## config.mk

```make
export PLATFORM = sky130hd
export DESIGN_NAME = range_tlb
export DESIGN_NICKNAME = d
export VERILOG_FILES = /design/src/rtl/range_tlb_pkg.sv /design/src/rtl/range_tlb_lookup.sv /design/src/rtl/range_tlb_alloc.sv /design/src/rtl/range_tlb.sv
export SDC_FILE = /design/constraint.sdc
export NUM_CORES = 2
export LEC_CHECK = 0
export ABC_AREA = 1
export ABC_CLOCK_PERIOD_IN_PS = 18700
export CAP_MARGIN = 25
export CORE_MARGIN = 3
export CORE_UTILIZATION = 54
export CTS_BUF_LIST = sky130_fd_sc_hd__clkbuf_16
export DETAILED_ROUTE_END_ITERATION = 6
export DONT_BUFFER_PORTS = 1
export GPL_TIMING_DRIVEN = 1
export PLACE_DENSITY_LB_ADDON = 0.15
export SLEW_MARGIN = 20
export SYNTH_ARGS = -nofsm -noshare
export SYNTH_HDL_FRONTEND = slang
export SYNTH_SLANG_ARGS = --single-unit
```

## constraint.sdc

```tcl
create_clock -name clk -period 18.7 [get_ports clk]
set_input_delay 5.61 -clock clk [delete_from_list [all_inputs] [get_ports clk]]
set_output_delay 5.61 -clock clk [all_outputs]
set_load 0.01 [all_outputs]
```

## src/rtl/range_tlb_pkg.sv

```systemverilog
package range_tlb_pkg;
  typedef enum logic [2:0] {
    OP_INS       = 3'd0,
    OP_PURGE     = 3'd1,
    OP_PURGE_ALL = 3'd2,
    OP_BLK_INS   = 3'd3,
    OP_BLK_PURGE = 3'd4
  } tlb_op_e;
endpackage

```

## src/rtl/range_tlb_lookup.sv

```systemverilog
module range_tlb_lookup #(
  parameter int VA_W    = 32,
  parameter int ENTRIES = 8,
  localparam int SLOT_W = $clog2(ENTRIES)
) (
  input  logic [ENTRIES-1:0]           vld,
  input  logic [ENTRIES-1:0][VA_W-1:0] first,
  input  logic [ENTRIES-1:0][VA_W-1:0] final_a,
  input  logic [VA_W-1:0]              va,
  output logic                         hit,
  output logic [SLOT_W-1:0]            idx
);
  logic [ENTRIES-1:0] match;

  for (genvar g = 0; g < ENTRIES; g++) begin : g_cmp
    assign match[g] = vld[g] && (first[g] <= va) && (va <= final_a[g]);
  end

  // lowest index wins
  always_comb begin
    hit = |match;
    idx = '0;
    for (int i = ENTRIES - 1; i >= 0; i--)
      if (match[i]) idx = SLOT_W'(i);
  end
endmodule

```

## src/rtl/range_tlb_alloc.sv

```systemverilog
module range_tlb_alloc #(
  parameter int ENTRIES = 8,
  parameter int BLOCKS  = 2,
  localparam int SLOT_W = $clog2(ENTRIES),
  localparam int VP_W   = $clog2(ENTRIES + 1)
) (
  input  logic               clk,
  input  logic               rst_n,
  input  logic [ENTRIES-1:0] avail,
  input  logic               take,
  input  logic               restart,
  output logic [SLOT_W-1:0]  pick
);
  logic [VP_W-1:0]   vp;
  logic              found;
  logic [SLOT_W-1:0] low_free, victim;

  always_comb begin
    found    = |avail;
    low_free = '0;
    for (int i = ENTRIES - 1; i >= 0; i--)
      if (avail[i]) low_free = SLOT_W'(i);
    victim = (int'(vp) < BLOCKS || int'(vp) >= ENTRIES) ? SLOT_W'(BLOCKS) : SLOT_W'(vp);
    pick   = found ? low_free : victim;
  end

  always_ff @(posedge clk) begin
    if (!rst_n || restart) vp <= VP_W'(BLOCKS);
    else if (take && !found) vp <= VP_W'(victim) + VP_W'(1);
  end
endmodule

```

## src/rtl/range_tlb.sv

```systemverilog
module range_tlb
  import range_tlb_pkg::*;
#(
  parameter int VA_W    = 32,
  parameter int PA_W    = 28,
  parameter int PG_BITS = 12,
  parameter int ENTRIES = 8,
  parameter int BLOCKS  = 2,
  parameter int PERM_W  = 8,
  localparam int PPN_W  = PA_W - PG_BITS,
  localparam int SLOT_W = $clog2(ENTRIES)
) (
  input  logic              clk,
  input  logic              rst_n,
  input  logic              cmd_valid,
  output logic              cmd_ready,
  input  logic [2:0]        cmd_op,
  input  logic [VA_W-1:0]   cmd_vaddr,
  input  logic [3:0]        cmd_size,
  input  logic [PPN_W-1:0]  cmd_ppn,
  input  logic [PERM_W-1:0] cmd_perm,
  input  logic [SLOT_W-1:0] cmd_slot,
  output logic              rsp_valid,
  output logic              rsp_badarg,
  input  logic [VA_W-1:0]   lk_vaddr,
  input  logic              lk_inst,
  output logic              lk_hit,
  output logic              lk_imiss,
  output logic              lk_dmiss,
  output logic [PA_W-1:0]   lk_paddr,
  output logic [PERM_W-1:0] lk_perm,
  output logic              lk_block
);
  localparam logic [ENTRIES-1:0] ORD_MASK = {ENTRIES{1'b1}} << BLOCKS;

  logic [ENTRIES-1:0]             ent_vld, ent_free, vld_n, free_n;
  logic [ENTRIES-1:0][VA_W-1:0]   ent_start, ent_last;
  logic [ENTRIES-1:0][PA_W-1:0]   ent_pa;
  logic [ENTRIES-1:0][PERM_W-1:0] ent_perm;

  function automatic logic [VA_W-1:0] span_mask(input logic [3:0] code);
    logic [VA_W-1:0] m;
    for (int b = 0; b < VA_W; b++) m[b] = (b < PG_BITS + 2 * int'(code));
    return m;
  endfunction

  // insert range and base
  logic [VA_W-1:0] ins_mask, ins_start, ins_last;
  logic [PA_W-1:0] ins_pa;
  assign ins_mask  = span_mask(cmd_size);
  assign ins_start = cmd_vaddr & ~ins_mask;
  assign ins_last  = ins_start | ins_mask;
  assign ins_pa    = {cmd_ppn, {PG_BITS{1'b0}}} & ~ins_mask[PA_W-1:0];

  // purge range: page aligned start, size code in low address bits
  logic [VA_W-1:0] pur_mask, pur_start, pur_last;
  logic [VA_W:0]   pur_sum;
  assign pur_mask  = span_mask(cmd_vaddr[3:0]);
  assign pur_start = {cmd_vaddr[VA_W-1:PG_BITS], {PG_BITS{1'b0}}};
  assign pur_sum   = {1'b0, pur_start} + {1'b0, pur_mask};
  assign pur_last  = pur_sum[VA_W] ? {VA_W{1'b1}} : pur_sum[VA_W-1:0];

  logic [ENTRIES-1:0] ovl_ins, ovl_pur;
  always_comb begin
    for (int i = 0; i < ENTRIES; i++) begin
      ovl_ins[i] = ORD_MASK[i] && ent_vld[i] && ent_start[i] <= ins_last && ins_start <= ent_last[i];
      ovl_pur[i] = ORD_MASK[i] && ent_vld[i] && ent_start[i] <= pur_last && pur_start <= ent_last[i];
    end
  end

  logic accept, is_ins, is_pall, is_bins, slot_ok, bad_n;
  logic [SLOT_W-1:0]  alloc_slot;
  logic [ENTRIES-1:0] pick_oh;
  assign accept  = cmd_valid && cmd_ready;
  assign is_ins  = accept && cmd_op == OP_INS;
  assign is_pall = accept && cmd_op == OP_PURGE_ALL;
  assign is_bins = accept && cmd_op == OP_BLK_INS;
  assign slot_ok = int'(cmd_slot) < BLOCKS;
  assign pick_oh = {{(ENTRIES-1){1'b0}}, 1'b1} << alloc_slot;

  range_tlb_alloc #(.ENTRIES(ENTRIES), .BLOCKS(BLOCKS)) u_alloc (
    .clk     (clk),
    .rst_n   (rst_n),
    .avail   ((ent_free | ovl_ins) & ORD_MASK),
    .take    (is_ins),
    .restart (is_pall),
    .pick    (alloc_slot)
  );

  always_comb begin
    vld_n  = ent_vld;
    free_n = ent_free;
    bad_n  = 1'b0;
    if (accept) begin
      case (cmd_op)
        OP_INS: begin
          vld_n  = (ent_vld & ~ovl_ins) | pick_oh;
          free_n = (ent_free | ovl_ins) & ~pick_oh;
        end
        OP_PURGE: begin
          vld_n  = ent_vld & ~ovl_pur;
          free_n = ent_free | ovl_pur;
        end
        OP_PURGE_ALL: begin
          vld_n  = ent_vld & ~ORD_MASK;
          free_n = ORD_MASK;
        end
        OP_BLK_INS:   if (slot_ok) vld_n[cmd_slot] = 1'b1; else bad_n = 1'b1;
        OP_BLK_PURGE: if (slot_ok) vld_n[cmd_slot] = 1'b0; else bad_n = 1'b1;
        default:      bad_n = 1'b1;
      endcase
    end
  end

  always_ff @(posedge clk) begin
    if (!rst_n) begin
      ent_vld    <= '0;
      ent_free   <= ORD_MASK;
      cmd_ready  <= 1'b0;
      rsp_valid  <= 1'b0;
      rsp_badarg <= 1'b0;
    end else begin
      ent_vld    <= vld_n;
      ent_free   <= free_n;
      cmd_ready  <= 1'b1;
      rsp_valid  <= accept;
      rsp_badarg <= bad_n;
    end
  end

  // entry payload, no reset needed (guarded by valid bits)
  always_ff @(posedge clk) begin
    if (is_ins) begin
      ent_start[alloc_slot] <= ins_start;
      ent_last[alloc_slot]  <= ins_last;
      ent_pa[alloc_slot]    <= ins_pa;
      ent_perm[alloc_slot]  <= cmd_perm;
    end else if (is_bins && slot_ok) begin
      ent_start[cmd_slot] <= ins_start;
      ent_last[cmd_slot]  <= ins_last;
      ent_pa[cmd_slot]    <= ins_pa;
      ent_perm[cmd_slot]  <= cmd_perm;
    end
  end

  logic [SLOT_W-1:0] hit_idx;
  range_tlb_lookup #(.VA_W(VA_W), .ENTRIES(ENTRIES)) u_lookup (
    .vld     (ent_vld),
    .first   (ent_start),
    .final_a (ent_last),
    .va      (lk_vaddr),
    .hit     (lk_hit),
    .idx     (hit_idx)
  );

  assign lk_imiss = !lk_hit && lk_inst;
  assign lk_dmiss = !lk_hit && !lk_inst;
  assign lk_paddr = lk_hit ? ent_pa[hit_idx] + PA_W'(lk_vaddr - ent_start[hit_idx]) : '0;
  assign lk_perm  = lk_hit ? ent_perm[hit_idx] : '0;
  assign lk_block = lk_hit && int'(hit_idx) < BLOCKS;
endmodule

```

==> metrics.txt <==
status=finished with violations; failing checks=design-rule violations; CP Data Required Time=13090 ps; ratio of cells with drive above 1 in the final layout=0.0647; antenna-violating nets left=0; design area=66500 um^2; top-area cell type share of the netlist area=0.345; Max H-tree Level=3; clk slew on worst S/H paths=60 ps; FFs w/ async S/R, synth=0; Synth area leader=edfxtp_1; syn_nets=8393; WS Path Type=in -> out; fmax=53.9 MHz; 1st-iter DRT viols=6795; Cells after Synth=6997; number of post-CTS setup repair buffers=0; Layout area overhead=8.42%; CTS Buf Count=85; Core ar.=113000 um^2; Synth area leaders=edfxtp_1 (34%), ha_1 (26%), nand2_1 (6.6%); initial antenna violation count=16; die width=343 um; Max Root-Sink Buffers=3; total power=4.45 mW; xor and xnor area share after synthesis=0.00357; Chip Height=343 um; Yosys cell types=64; sequential share of the synthesized area=0.351; WP data arrival=12930 ps; mux cell area share after synthesis=0; Critical path origin=lk_vaddr[15]; final hold violations=0; 1st-pass router iterations=7; power per cell area=66.9 nW/um^2; max_slew headroom=0.157; EDFF count, synth=704; final setup skew=67.0 ps; Fillers=10.1k; worst-path fanout max=36; largest family of logic cells by synthesized area=adder cells; RSZ-0062 raised after global routing=no; Top FF cell, synth=edfxtp_1; vias in the first global route=52.2k; row count=123; YS warnings=0; top-count cell post-synth=ha_1; fin crit period=18540 ps; # DRC=7; DR vias=55.8k; Clk Latency, worst-skew pair=720 ps; I/O Buffers=0; CTS tree=built; mapped cell area=61400 um^2; Post-Synth Adder-Cell Area=0.266; hold_ws=481 ps; largest net degree at the start of global routing=64; Final Cycle Share=0.992; CTS Sinks=725; slew of the pin with the lowest slew margin=1250 ps; initial core utilization=0.545; MaxCap Viol Count=0; die area=118000 um^2; post-DP HPWL=190000 um; most used cell, CP=nand2_1; total buffers and inverters traversed by the critical path=5; Synth Register Bits=725; simple-gate share of the synthesized area=0.197; Critical Path Max Stage Delay=880 ps; Setup crit end kind=primary output; final wirelength=254000 um; Worst Hold Launch=u_alloc.vp[2]; r2r startpoint=ent_start[237]; Pleak=29.5 nW; commonest cells in the netlist=ha_1 (1277), nand2_1 (1087), nor2_1 (784); Worst path top cell family by delay=simple AND/OR/NAND/NOR gates; grt ovf=0; startpoint types=input pin; Final Max Slew Viols=0; compound-gate portion of the synthesized area=0.126; Max IR drop VDD=0.0867 mV; slowest CP cell=nor3_1; Ports=145; total track usage=0.424; first-pass GRT wire length=360000 um; multi-input combinational cell area=36500 um^2; wire per inst=29.4 um; Via density=6.46; DP Area=63700 um^2; root buf cell=clkbuf_16; Finish-stage setup viols=0; register area=21600 um^2; routability-driven placement congestion ratio=1.07; syn avg cell area=8.77 um^2; worst hold path type=reg -> reg; Nets=8447
per-stage QoR:
| stage | worst slack (ps) | utilization | TNS, ps | cells |
|---|---|---|---|---|
| after floorplan | 2540 | - | 0 | 6997 |
| after global placement | -1.99 | 0.564 | -1.99 | 8458 |
| after detailed placement | 505 | 0.565 | 0 | 8463 |
| after CTS | 452 | 0.590 | 0 | 8622 |
| after global routing | 2.62 | 0.590 | 0 | 8629 |
| final | 159 | 0.591 | 0 | 8635 |
cells by family after synthesis:
logic type | Yosys count
buf+inv | 848
simple gates | 2736
fa+ha+maj | 1294
compound gates | 1369
xor+xnor | 25
flops | 725
worst paths after layout:
check                                      end  slack [ps]  cells after the start
worst max-delay path              lk_paddr[18]         160                     37
worst min-delay path             u_alloc.vp[3]         480                      2
worst max register to register  ent_start[162]       12400                     17
worst min register to register   u_alloc.vp[3]         480                      2
worst reg2reg max path: cells and delay by family (launching register included):
family / cells / cell delay [ps]
and+or+nand+nor: 11 / 2870
buffers and inverters: 2 / 1460
DFF: 1 / 540
AOI/OAI and AO/OA: 3 / 530
adders and majority gates: 1 / 380
registers in the layout, indices dropped and copies added (netlist names):
name and flops:
cmd_ready 1, rsp_badarg 1, ent_free 6, ent_pa 128, ent_perm 64, ent_vld 8, rsp_valid 1, ent_last 256
ent_start 256, u_alloc.vp 4
layout by cell type (no fill, tap or decap), drive strengths merged, types with 21 or more instances in the layout:
master / count
ha: 1277
nand2: 1094
nor2: 829
edfxtp: 704
a21oi: 698
inv: 671
nor3: 423
o21ai: 355
nand3: 193
buf: 160
nand4: 138
clkbuf: 85
o21a: 47
a31oi: 46
clkinv: 46
o221ai: 40
o22ai: 37
a211oi: 34
nor4: 32
o211ai: 31
dfxtp: 21
per-layer routing:
metal,part of all wire,track usage,up-vias
met3,0.12,0.0983,648
met1,0.40,0.573,26700
li1,-,-,25200
met5,0.000035,0,-
met4,0.063,0.235,2
met2,0.42,0.629,3195
power breakdown:
| part | internal (mW) | leakage (nW) | total [mW] | switching (mW) |
|---|---|---|---|---|
| sequential | 1.77 | 6.87 | 1.77 | 0.00349 |
| combinational | 0.311 | 21.2 | 0.966 | 0.655 |
| clock | 0.941 | 1.43 | 1.71 | 0.766 |
| total | 3.02 | 29.5 | 4.45 | 1.42 |
final cells by class:
class	instances	share of cell area
multi-input cells	5424	0.549
flip-flops and latches	725	0.324
inverters	655	0.0372
clock buffers	85	0.0320
well taps	1500	0.0282
repair buffers	160	0.0187
clock inverters	74	0.0105
diodes	12	0.000451
timing repair:
action | 4_1_cts | 5_1_grt
setup endpoints to repair | 0 | 1
hold buffers | 0 | 0
resized for setup | 0 | 1
Note: power is estimated with default switching activity, not from simulation.
